<file path="config.mk">
export PLATFORM = sky130hd
export DESIGN_NAME = bscan_pad_seg
export DESIGN_NICKNAME = d
export VERILOG_FILES = /design/src/rtl/bscan_seg_pkg.sv /design/src/rtl/bscan_cell.sv /design/src/rtl/bscan_pad_seg.sv
export SDC_FILE = /design/constraint.sdc
export NUM_CORES = 1
export LEC_CHECK = 0
export ABC_CLOCK_PERIOD_IN_PS = 1000
export BUFFER_PORTS_ARGS = -buffer_cell sky130_fd_sc_hd__buf_4
export CAP_MARGIN = 20
export CORE_AREA = 8 8 45 47
export DETAILED_ROUTE_END_ITERATION = 8
export DIE_AREA = 0 0 53 55
export GPL_ROUTABILITY_DRIVEN = 0
export PLACE_DENSITY = 0.54
export SETUP_SLACK_MARGIN = 0.05
export SLEW_MARGIN = 20
export SYNTH_ARGS = -nofsm -noshare
export SYNTH_HDL_FRONTEND = slang
export SYNTH_HIERARCHICAL = 1
export SYNTH_SLANG_ARGS = --single-unit
</file>
<file path="constraint.sdc">
create_clock -name clk -period 1 [get_ports clk]
set_input_delay 0.05 -clock clk [delete_from_list [all_inputs] [get_ports clk]]
set_output_delay 0.05 -clock clk [all_outputs]
set_load 0.005 [all_outputs]
</file>
<file path="src/rtl/bscan_seg_pkg.sv">
package bscan_seg_pkg;

    // Number of cells in the segment and each cell's position in the chain
    localparam int SEG_LEN  = 3;
    localparam int IDX_CTRL = 0;
    localparam int IDX_DATA = 1;
    localparam int IDX_IN   = 2;

    typedef enum logic {
        MODE_FUNC = 1'b0,
        MODE_TEST = 1'b1
    } seg_mode_e;

    typedef struct packed {
        logic shift;
        logic capture;
        logic update;
    } seg_strobe_t;

    typedef struct packed {
        logic cap;
        logic upd;
    } cell_state_t;

    // Next capture value: shifting outranks capture, otherwise hold
    function automatic logic next_cap(seg_strobe_t s, logic ser, logic func, logic cur);
        if (s.shift)
            return ser;
        else if (s.capture)
            return func;
        else
            return cur;
    endfunction

    function automatic logic next_upd(seg_strobe_t s, logic cap, logic cur);
        return s.update ? cap : cur;
    endfunction

endpackage

</file>
<file path="src/rtl/bscan_cell.sv">
module bscan_cell
    import bscan_seg_pkg::*;
(
    input  logic        clk,
    input  logic        rst,
    input  seg_strobe_t strobe,
    input  seg_mode_e   mode,
    input  logic        func_in,
    input  logic        ser_in,
    output logic        ser_out,
    output logic        func_out,
    output logic        upd_out
);

    cell_state_t st;

    always_ff @(posedge clk) begin
        if (rst) begin
            st <= '0;
        end else begin
            st.cap <= next_cap(strobe, ser_in, func_in, st.cap);
            st.upd <= next_upd(strobe, st.cap, st.upd);
        end
    end

    assign ser_out  = st.cap;
    assign upd_out  = st.upd;
    assign func_out = (mode == MODE_TEST) ? st.upd : func_in;

endmodule

</file>
<file path="src/rtl/bscan_pad_seg.sv">
module bscan_pad_seg
    import bscan_seg_pkg::*;
(
    input  logic clk,
    input  logic rst,
    input  logic shift_dr,
    input  logic capture_dr,
    input  logic update_dr,
    input  logic test_mode,
    input  logic scan_in,
    output logic scan_out,
    input  logic core_do,
    input  logic core_oe,
    output logic core_di,
    input  logic pad_i,
    output logic pad_o,
    output logic pad_oe
);

    seg_strobe_t             strobe;
    seg_mode_e               mode;
    logic [SEG_LEN:0]        chain;
    logic [SEG_LEN-1:0]      func_in_v;
    logic [SEG_LEN-1:0]      func_out_v;
    logic [SEG_LEN-1:0]      cap_q;
    logic [SEG_LEN-1:0]      upd_q;

    assign strobe = '{shift: shift_dr, capture: capture_dr, update: update_dr};
    assign mode   = seg_mode_e'(test_mode);

    // Functional input of each cell, by chain position
    assign func_in_v[IDX_CTRL] = core_oe;
    assign func_in_v[IDX_DATA] = core_do;
    assign func_in_v[IDX_IN]   = pad_i;

    assign chain[0] = scan_in;

    for (genvar i = 0; i < SEG_LEN; i++) begin : g_cell
        bscan_cell u_cell (
            .clk      (clk),
            .rst      (rst),
            .strobe   (strobe),
            .mode     (mode),
            .func_in  (func_in_v[i]),
            .ser_in   (chain[i]),
            .ser_out  (chain[i+1]),
            .func_out (func_out_v[i]),
            .upd_out  (upd_q[i])
        );
        assign cap_q[i] = chain[i+1];
    end

    assign scan_out = chain[SEG_LEN];
    assign pad_oe   = func_out_v[IDX_CTRL];
    assign pad_o    = func_out_v[IDX_DATA];
    assign core_di  = func_out_v[IDX_IN];

endmodule

</file>
Yosys cells after proc, flatten, opt, wreduce, memory -nomap -nowiden. Index checks and enable logic that the tools add are counted. Widths: inputs -> output; s select.

Muxes and demuxes: 9. Reduce and logical (&&, ||, !) cells: 1.

Operators by type and width (number): $mux 1 (9); $reduce_bool 2->1 (1).

Register bits: 6. Input bits: 10. Output and inout bits: 4. Logic and storage cells: 16.

Depth between registers and ports, before layout. Gate-level depths: netlist of run 1.

Depth after elaboration: 2. Gate-level depth with buffers: 2.

Hierarchy. Netlist of run 1, hierarchy kept.

By module, submodules not included: bscan_cell (times used 3, cells each 9, area an instance 97.6 um^2).

Worst setup path before layout of run 1. Ideal clock, no wire load.

Path kind: register to register. Start point: register, netlist name g_cell[2].u_cell/ser_out. End point: register g_cell[2].u_cell.st (netlist bit g_cell[2].u_cell/ser_out). Library setup time: 79 ps. Data arrival time: 607 ps. Data required time: 921 ps. Slack: 314 ps. Stages on the path, launching flop included: 3. Path buffers: 0. Period minus slack after synthesis: 686 ps. Cells stage by stage: dfxtp_1 mux2i_1 a211oi_2.

RTL lines: to (decl) (line bscan_cell.sv:15) `cell_state_t st;`.

Final worst setup path of run 1.
Start point: register g_cell[1].u_cell.st (netlist bit g_cell[1].u_cell/upd_out). End point: output pad_o.

Cells in the longest elaborated chain, start to end: 1.

RTL lines: from (decl) (line bscan_cell.sv:15); $mux 1 (line bscan_cell.sv:28) `assign func_out = (mode == MODE_TEST) ? st.upd : func_in;`; to (decl) (line bscan_pad_seg.sv:16) `output logic pad_o,`.

No other way between the ends.

==> results of run 1 <==
sequential cells by signal (all words and copies together) (netlist names):
register               flops
g_cell.u_cell/ser_out      3
g_cell.u_cell/upd_out      3
layout by cell type, fill, tap and decap left out:
cell type,netlist,final
dfxtp_2,0,3
a211oi_2,3,3
mux2_4,0,3
inv_1,3,3
dfxtp_1,6,3
clkbuf_4,0,3
mux2i_1,6,6
nor2_1,3,3
buf_6,0,3
nor2b_1,3,3
buf_4,0,10
power breakdown:
part / switching [mW] / internal [mW] / leakage [nW] / total (mW)
clock network: 0.0776 / 0.135 / 0.0138 / 0.213
logic: 0.0452 / 0.0781 / 0.161 / 0.123
registers: 0.00950 / 0.256 / 0.0507 / 0.265
cells by family after synthesis:
group | Yosys count | share of synthesized area, %
compound gates | 3 | 12.8
mux | 9 | 32.1
flops | 6 | 41.0
buf+inv | 3 | 3.85
simple gates | 6 | 10.3
Yosys cell counts:
cell type / n / share of area [%]
inv_1: 3 / 3.8
nor2_1: 3 / 3.8
nor2b_1: 3 / 6.4
mux2i_1: 6 / 21
dfxtp_1: 6 / 41
mux2_1: 3 / 12
a211oi_2: 3 / 13
timing repair:
action                     4_1_cts  5_1_grt
setup endpoints to repair        3        3
resized for setup                9        0
setup buffers                    0        0
worst reg2reg max path, delay by kind of cell, from the launching register on:
kind	cells	cell delay (ns)
AOI/OAI and AO/OA	1	0.20
DFF	1	0.35
muxes	1	0.10
stage by stage:
| stage | cells | cell area, um2 | hold WS [ns] | utilization, % | setup TNS, ns |
|---|---|---|---|---|---|
| final | 59 | 459 | 0.0286 | 33.2 | 0 |
| after global routing | 59 | 459 | 0.0260 | 33.2 | -0.0125 |
| after CTS | 59 | 459 | 0.0229 | 33.2 | 0 |
| after detailed placement | 56 | 410 | 0.280 | 29.7 | 0 |
| after global placement | 56 | 410 | 0.277 | 29.7 | 0 |
| after floorplan | 27 | 293 | 0.115 | - | 0 |
path summary, 6_finish.rpt:
kind         cells after the start  slack [ns]                      from                  endpoint
max                              2        0.03  g_cell[1].u_cell/upd_out                     pad_o
min                              2        0.03                       rst  g_cell[0].u_cell/ser_out
max reg2reg                      2        0.28  g_cell[0].u_cell/ser_out  g_cell[0].u_cell/ser_out
min reg2reg                      2        0.48  g_cell[2].u_cell/upd_out  g_cell[2].u_cell/upd_out
cell type report:
type / instances / area, um2 / share of cell area, %
Clock buffer: 3 / 22.5 / 4.90
Sequential cell: 6 / 124 / 27.0
Timing Repair Buffer: 13 / 109 / 23.7
Tap cell: 16 / 20.0 / 4.36
Multi-Input combinational cell: 18 / 173 / 37.6
Inverter: 3 / 11.3 / 2.45
layer usage:
metal  vias to the layer above  wire length [um]  share of wire [%]
li1                        127                 -                  -
met1                       112               283                 41
met2                        13               278                 40
met3                         0               126                 18
met4                         0                 0                  0
met5                         -                 0                  0
==> metrics, run 1 <==
status=finished, final reports clean; drt wl/cell=11.7 um; GRT Total Usage=5.25%; Root Driver=clkbuf_4; die area=2920 um2; met3 Track Usage GR=3.74%; CTS tree=yes; layout cells sized above 1=58.1%; PwrDens=1310 nW/um2; RSZ-0062 raised after global routing=yes; total congestion overflow=0; Routed Antenna Nets=0; leakage power=0.225 nW; WL final=688 um; register area share after synthesis=41.0%; Synth Cell Area=293 um2; starting density of the core=21.2%; WP data arrival=0.92 ns; cell count after synthesis=27; row count=14; die height=55 um; Setup WS post-layout=0.0276 ns; Pwr Total=0.601 mW; Cell Chain, Critical Path=mux2_4 -> buf_6; Sink Count=6; Tcrit/Tclk final=97.2%; fmax=1.03 GHz; Distinct cells, synth=7; detailed placer's ending HPWL=590 um; worst-path fanout max=2; crit path time final=0.972 ns; slowest CP cell=dfxtp_2; Worst Path Buf+Inv=1; Max Cap Viol=0; PortBufs=13; Setup crit end kind=output pin; Clock Latency Late Sink=0.24 ns; measured slew at the worst slew-check pin=0.195 ns; synth warn=6; drt initial violations=1; Area growth, synth to finish=56.8%; CTS Buf Count=3; fillers=161; register bit total from synthesis=6; crit start category=flip-flop; Crit path largest cell delay=0.31 ns; Max Slew Vio Count=0; global route hottest layer=met2; dpl ws=0.228 ns; # setup viols final=0; Synth Area per Inst=10.8 um2; met1 Resource Use GR=5.63%; initial antenna violation count=0; routed vias/inst=4.27; CTS Hold Bufs=0; Fin Clk Skew=0.00510 ns; Max IR drop VDD=533 uV; Req. time, crit path=0.95 ns; largest net degree at the start of global routing=7; first-pass GRT wire length=1.07 mm; drt drc=0; chip width=53 um; vias=252; nets@finish=55; Pre-antenna DRT Iters=2; vias in the first global route=255; H-tree levels=1; Final Hold Fails=0; clock-pin transition on the worst setup and hold timing paths=0.05 ns; M2 GR Usage=7.03%; Antenna Diode Count=0; Worst path top cell family by delay=flip-flops; I/O Pins=14; Clock Path Buffers=2; CP Class=reg -> out; hold crit path type=in -> reg; Rel. slew slack=86.6%; syn_nets=37; Core Area=1380 um2
(Power assumes the default switching activity.)
==> inputs of run 2 (changes only) <==
--- a/config.mk
+++ b/config.mk
@@ -5,14 +5,17 @@
 export SDC_FILE = /design/constraint.sdc
 export NUM_CORES = 1
 export LEC_CHECK = 0
+export ABC_AREA = 1
 export ABC_CLOCK_PERIOD_IN_PS = 1000
 export BUFFER_PORTS_ARGS = -buffer_cell sky130_fd_sc_hd__buf_4
 export CAP_MARGIN = 20
 export CORE_AREA = 8 8 45 47
+export CTS_CLUSTER_DIAMETER = 60
 export DETAILED_ROUTE_END_ITERATION = 8
 export DIE_AREA = 0 0 53 55
 export GPL_ROUTABILITY_DRIVEN = 0
-export PLACE_DENSITY = 0.54
+export PLACE_DENSITY = 0.56
+export REMOVE_ABC_BUFFERS = 1
 export SETUP_SLACK_MARGIN = 0.05
 export SLEW_MARGIN = 20
 export SYNTH_ARGS = -nofsm -noshare
==> run 2 against run 1 <==
Worst hold slack better by 0.047 ns. Wire length is 18% higher. Synthesized area is 9.0% higher. Global-route usage is 0.82 points higher. Critical path depth is 1 higher. Register-to-register slack better by 0.07 ns. First-iteration DRC count grew to 4.0 times the previous value. Utilization stayed put. Sequential share of layout area is 0.82 points lower. Sequential power hardly changed. Sequential cell count stayed put. Combinational power is 7% lower. Critical path type unchanged. Critical endpoint is now pad_oe.
==> metrics, run 2 <==
CTS tree=yes; largest net degree at the start of global routing=7 (unchanged); Clock Latency Late Sink=0.24 ns (about the same); CTS Hold Bufs=0 (unchanged); I/O Pins=14 (unchanged); slowest CP cell=dfxtp_1; Synth async-reset ratio=0% (unchanged); total congestion overflow=0 (unchanged); first-pass GRT wire length=1.24 mm (+16%); register area share after synthesis=37.6% (-3.4 points); combinational family with the most area after synthesis=simple AND/OR/NAND/NOR gates; Final Core Density=33.2% (unchanged); Routed Antenna Nets=0 (unchanged); chip width=53 um (unchanged); RR Startpoint=g_cell[1].u_cell/ser_out; Max Cap Viol=0 (unchanged); post-CTS setup repair buffer count=0 (unchanged); status=finished, final reports clean; detailed placer's ending HPWL=654 um (+11%); global route hottest layer=met1; Cell Chain, Critical Path=nand2_1 -> o21ai_0 -> buf_4; PortBufs=13 (unchanged); Antenna Diode Count=0 (unchanged); met1 Resource Use GR=7.29% (+1.7 points); routed vias/inst=3.86 (-9.6%); H-tree levels=1 (unchanged); worst-path fanout max=2 (unchanged); M2 GR Usage=6.45% (-0.59 points); Synth Area in Adders=0% (unchanged); most common cell after layout, fill and taps aside=inv_1; RSZ-0062 raised after global routing=no; Synth Cell Area=319 um2 (+9.0%); Sink Count=6 (unchanged); Root Driver=clkbuf_4; GRT Total Usage=6.07% (+0.82 points); Post-Synth Simple-Gate Area=30.6% (+20 points); die height=55 um (unchanged); Post-synth top cells=inv_1 (15), nor2_1 (12), nand2_1 (9), o21ai_0 (9), dfxtp_1 (6); Fin Clk Skew=0.00301 ns (-0.00209 ns); Resize count post-CTS=0 (-9); Hold Crit Depth=3 (+1); R2R Setup Slk=0.35 ns (+0.07 ns); synth warn=6 (unchanged); layout cells sized above 1=27.1% (-31 points); Tcrit/Tclk final=86.2% (-11 points); Worst path top cell family by delay=flip-flops; Worst R2R End=g_cell[2].u_cell/ser_out; fmax=1.16 GHz (+13%); Max Slew Vio Count=0 (unchanged); WL final=812 um (+18%); worst min-delay path startpoint=scan_in; mux share of post-synthesis cell area=0% (-32 points); Synth Area per Inst=5.91 um2 (-46%); CTS Buf Count=3 (unchanged); vias in the first global route=291 (+14%); main area contributors after synthesis=dfxtp_1 (38%), inv_1 (18%), o21ai_0 (14%); leakage power=0.261 nW (+16%); vias=332 (+32%); Final Hold Fails=0 (unchanged); Clock Path Buffers=2 (unchanged); Synth area leader=dfxtp_1; met3 Track Usage GR=4.01% (+0.27 points); r2r worst-path depth=2 (unchanged); hold path endpoint=g_cell[0].u_cell/ser_out; Final Instance Area=459 um2 (unchanged); Worst Path Buf+Inv=1 (unchanged); Req. time, crit path=0.95 ns (about the same); row count=14 (unchanged); Area growth, synth to finish=43.9%; Post-synth EDFFs=0 (unchanged); Setup crit end kind=output pin; Distinct cells, synth=6 (-1); starting density of the core=23.1% (+1.9 points); Cell Area, Placed=437 um2 (+6.4%); clock-pin transition on the worst setup and hold timing paths=0.05 ns (about the same); Crit path largest cell delay=0.32 ns (about the same); initial antenna violation count=0 (unchanged); hold crit path type=in -> reg; crit path time final=0.862 ns (-0.110 ns); compound-cell area share of the yosys netlist=14.1% (+1.3 points); Rel. slew slack=89.2% (+2.6 points); Main synth FF type=dfxtp_1; dpl cells=83 (+48%); die area=2920 um2 (unchanged); most frequent cells in the layout=inv_1 (15), buf_4 (13), nor2_1 (12); cell with the most instances after synthesis=inv_1; CP Class=reg -> out; # setup viols final=0 (unchanged); Core Area=1380 um2 (unchanged); drt drc=0 (unchanged); Final Non-Filler Cells=86 (+46%); drt wl/cell=9.44 um (-19%); Synth top area share=37.6% (-3.4 points); measured slew at the worst slew-check pin=0.161 ns (-0.0345 ns); crit start category=flip-flop; drt initial violations=4 (+3); WP data arrival=0.81 ns (-0.11 ns); Synth Area in XOR/XNOR=0% (unchanged); Pre-antenna DRT Iters=2 (unchanged); cell count after synthesis=54 (+100%); register bit total from synthesis=6 (unchanged); Fin Setup TNS=0 ns (unchanged); Max IR drop VDD=404 uV (-24%); nets@finish=82 (+49%); PwrDens=1310 nW/um2 (+0.40%)
[run 2: cell count changes in the layout (fill, tap and decap cells not counted)]
cell      previous run  this run
mux2i_1              6         0
nor2_2               0         3
dfxtp_2              3         0
inv_1                3        15
dfxtp_1              3         6
buf_6                3         0
nand2_1              0         9
nor2b_1              3         0
a211oi_2             3         0
o21ai_0              0         9
nor2_1               3        12
buf_4               10        13
mux2_4               3         0
[run 2: stage by stage]
step / setup WS (ns) / power, mW / hold slack (ns)
floorplan: 0.368 / 0.318 / 0.183
global placement: 0.343 / 0.385 / 0.323
detailed placement: 0.351 / 0.385 / 0.336
CTS: 0.124 / 0.615 / 0.0769
global route: 0.0826 / 0.650 / 0.0950
finish: 0.138 / 0.604 / 0.0753
[run 2: tightest hold or removal path, delay by kind of cell]
family	cells	cell delay (ns)
simple gates	1	0.09
buf+inv	1	0.07
compound gates	1	0.07
[run 2: metal layers]
layer,up-vias,part of all wire (%)
li1,188,-
met1,126,50
met2,16,31
met3,2,17
met4,0,1.5
met5,-,0
[run 2: kinds of logic (layout without fill, tap and decap cells)]
group / after synthesis / in the layout
AO/OA/AOI/OAI: 9 / 9
buffers and inverters: 15 / 31
flip-flops: 6 / 6
AND/OR/NAND/NOR: 24 / 24
[run 2: worst max-delay path by stage]
stage                                  start                  endpoint  slack, ns  depth (start not counted)
finish              g_cell[0].u_cell/upd_out                    pad_oe       0.14                          3
global route        g_cell[2].u_cell/upd_out                   core_di       0.08                          3
CTS                 g_cell[0].u_cell/upd_out                    pad_oe       0.12                          3
detailed placement  g_cell[2].u_cell/ser_out  g_cell[2].u_cell/ser_out       0.35                          4
global placement    g_cell[0].u_cell/ser_out  g_cell[1].u_cell/ser_out       0.34                          2
floorplan           g_cell[2].u_cell/ser_out  g_cell[2].u_cell/ser_out       0.37                          4
[run 2: layout make-up]
class / count / area [um2]
clock buffers: 3 / 22.5
multi-input cells: 33 / 143
well taps: 16 / 20.0
repair buffers: 13 / 97.6
flip-flops and latches: 6 / 120
inverters: 15 / 56.3
fillers: 159 / 925
[run 2: where the power goes]
group | switching, mW | internal (mW)
Sequential | 0.00897 | 0.257
Clock | 0.0877 | 0.136
Combinational | 0.0549 | 0.0594
Total | 0.152 | 0.452
==> inputs of run 3 (changes only) <==
--- a/config.mk
+++ b/config.mk
@@ -9,12 +9,14 @@
 export ABC_CLOCK_PERIOD_IN_PS = 1000
 export BUFFER_PORTS_ARGS = -buffer_cell sky130_fd_sc_hd__buf_4
 export CAP_MARGIN = 20
+export CELL_PAD_IN_SITES_DETAIL_PLACEMENT = 0
+export CELL_PAD_IN_SITES_GLOBAL_PLACEMENT = 1
 export CORE_AREA = 8 8 45 47
 export CTS_CLUSTER_DIAMETER = 60
 export DETAILED_ROUTE_END_ITERATION = 8
 export DIE_AREA = 0 0 53 55
 export GPL_ROUTABILITY_DRIVEN = 0
-export PLACE_DENSITY = 0.56
+export PLACE_DENSITY = 0.75
 export REMOVE_ABC_BUFFERS = 1
 export SETUP_SLACK_MARGIN = 0.05
 export SLEW_MARGIN = 20
==> run 3 against run 2 <==
Maximum frequency is 2.0% higher. Wire length down 8.7%. Critical path depth stayed put. Clock power is 4% lower. Setup slack gained 0.017 ns. Utilization stayed put. Register-to-register slack is essentially flat. Final area did not move. Count of clock-buffer cells in the layout is the same. Worst hold slack better by 0.0066 ns.
==> metrics, run 3 (synthesized netlist as in run 2, its figures left out) <==
Antenna Diode Count=0 (unchanged); leakage power=0.261 nW (unchanged); Resize count post-CTS=0 (unchanged); Worst path top cell family by delay=flip-flops; I/O Pins=14 (unchanged); WP data arrival=0.80 ns (about the same); detailed placer's ending HPWL=644 um (-1.5%); Root Driver=clkbuf_4; largest net degree at the start of global routing=7 (unchanged); WL final=741 um (-8.7%); Final Core Density=33.2% (unchanged); Clock Latency Late Sink=0.24 ns (about the same); Combinational Power Share=19.0% (about the same); dpl ws=0.339 ns (-0.0116 ns); die area=2920 um2 (unchanged); crit path time final=0.846 ns (-0.0167 ns); vias=341 (+2.7%); PwrDens=1290 nW/um2 (-1.7%); Tcrit/Tclk final=84.6% (-1.7 points); row count=14 (unchanged); Net Sw Frac=23.9% (-1.2 points); crit start category=flip-flop; GRT Total Usage=5.90% (-0.16 points); routed vias/inst=3.97 (+2.7%); Fin Setup TNS=0 ns (unchanged); initial antenna violation count=0 (unchanged); CTS Buf Count=3 (unchanged); Clock Path Buffers=2 (unchanged); chip width=53 um (unchanged); Cell Chain, Critical Path=nand2_1 -> o21ai_0 -> buf_4; drt initial violations=7 (+3); met3 Track Usage GR=5.61% (+1.6 points); met1 Resource Use GR=5.62% (-1.7 points); Final Hold Fails=0 (unchanged); Pwr Total=0.593 mW (-1.7%); Crit path largest cell delay=0.32 ns (about the same); Max IR drop VDD=696 uV (+72%); drt drc=0 (unchanged); M2 GR Usage=8.59% (+2.1 points); clock-pin transition on the worst setup and hold timing paths=0.04 ns (about the same); Pre-antenna DRT Iters=4 (+2); CTS tree=yes; most frequent cells in the layout=inv_1 (15), buf_4 (13), nor2_1 (12); sequential share of power=44.8% (+0.8 points); hold crit path type=in -> reg; CTS Hold Bufs=0 (unchanged); PortBufs=13 (unchanged); Core Area=1380 um2 (unchanged); vias in the first global route=325 (+12%); Req. time, crit path=0.95 ns (about the same); Clk pwr share=36.2% (-0.8 points); nets@finish=82 (unchanged); starting density of the core=23.1% (unchanged); worst-path fanout max=2 (unchanged); status=finished, final reports clean; drt wl/cell=8.62 um (-8.7%); P_sw=0.142 mW (-6.6%); H-tree levels=1 (unchanged); hold_ws=0.0820 ns (+0.00662 ns); Worst Path Buf+Inv=1 (unchanged); Sink Count=6 (unchanged); Routed Antenna Nets=0 (unchanged); internal power=0.452 mW (about the same); # setup viols final=0 (unchanged); RSZ-0062 raised after global routing=no; Max Cap Viol=0 (unchanged); layout cells sized above 1=27.1% (unchanged); Max Slew Vio Count=0 (unchanged); Setup crit end kind=output pin; Rel. slew slack=90.2% (+1.0 points); Area growth, synth to finish=43.9% (unchanged); first-pass GRT wire length=1.24 mm (-0.56%); Fin Clk Skew=0.00156 ns (-0.00145 ns); CP Class=reg -> out; most common cell after layout, fill and taps aside=inv_1; slowest CP cell=dfxtp_1; global route hottest layer=met2; fmax=1.18 GHz (+2.0%); total congestion overflow=0 (unchanged); Setup WS post-layout=0.154 ns (+0.0167 ns); die height=55 um (unchanged); post-CTS setup repair buffer count=0 (unchanged); R2R Setup Slk=0.34 ns (about the same); measured slew at the worst slew-check pin=0.145 ns (-0.0155 ns)
-- run 3: area by class of cell --
cell class | instances | area (um2)
timing repair buffer | 13 | 97.6
sequential | 6 | 120
fill | 169 | 925
tap | 16 | 20.0
inverter | 15 | 56.3
clock buffer | 3 | 22.5
multi-input combinational | 33 | 143
-- run 3: power groups by stage --
stage	Combinational [mW]	Sequential, mW	Clock, mW
after floorplan	0.0495	0.269	0
after global placement	0.115	0.271	0
after detailed placement	0.115	0.270	0
after CTS	0.115	0.266	0.227
after global routing	0.129	0.267	0.244
final	0.113	0.266	0.215
-- run 3: path summary, 6_finish.rpt --
path	startpoint	to	depth (start not counted)
max reg2reg	g_cell[0].u_cell/ser_out	g_cell[0].u_cell/ser_out	4
min	scan_in	g_cell[0].u_cell/ser_out	3
min reg2reg	g_cell[0].u_cell/ser_out	g_cell[0].u_cell/upd_out	2
max	g_cell[2].u_cell/upd_out	core_di	3
-- run 3: through the flow --
stage / std cells / instance area (um2)
2_1_floorplan: 54 / 319
3_3_place_gp: 83 / 437
3_5_place_dp: 83 / 437
4_1_cts: 86 / 459
5_1_grt: 86 / 459
6_report: 86 / 459
-- run 3: worst register-to-register path: cells and delay by family, from the launching register on --
| kind | cells | cell delay (ns) |
|---|---|---|
| buffers and inverters | 1 | 0.06 |
| flip-flops | 1 | 0.31 |
| AND/OR/NAND/NOR | 3 | 0.17 |
-- run 3: routing by layer --
layer | part of all wire (%) | vias up
met1 | 48 | 134
met2 | 36 | 18
li1 | - | 189
met5 | 0 | -
met4 | 0 | 0
met3 | 16 | 0
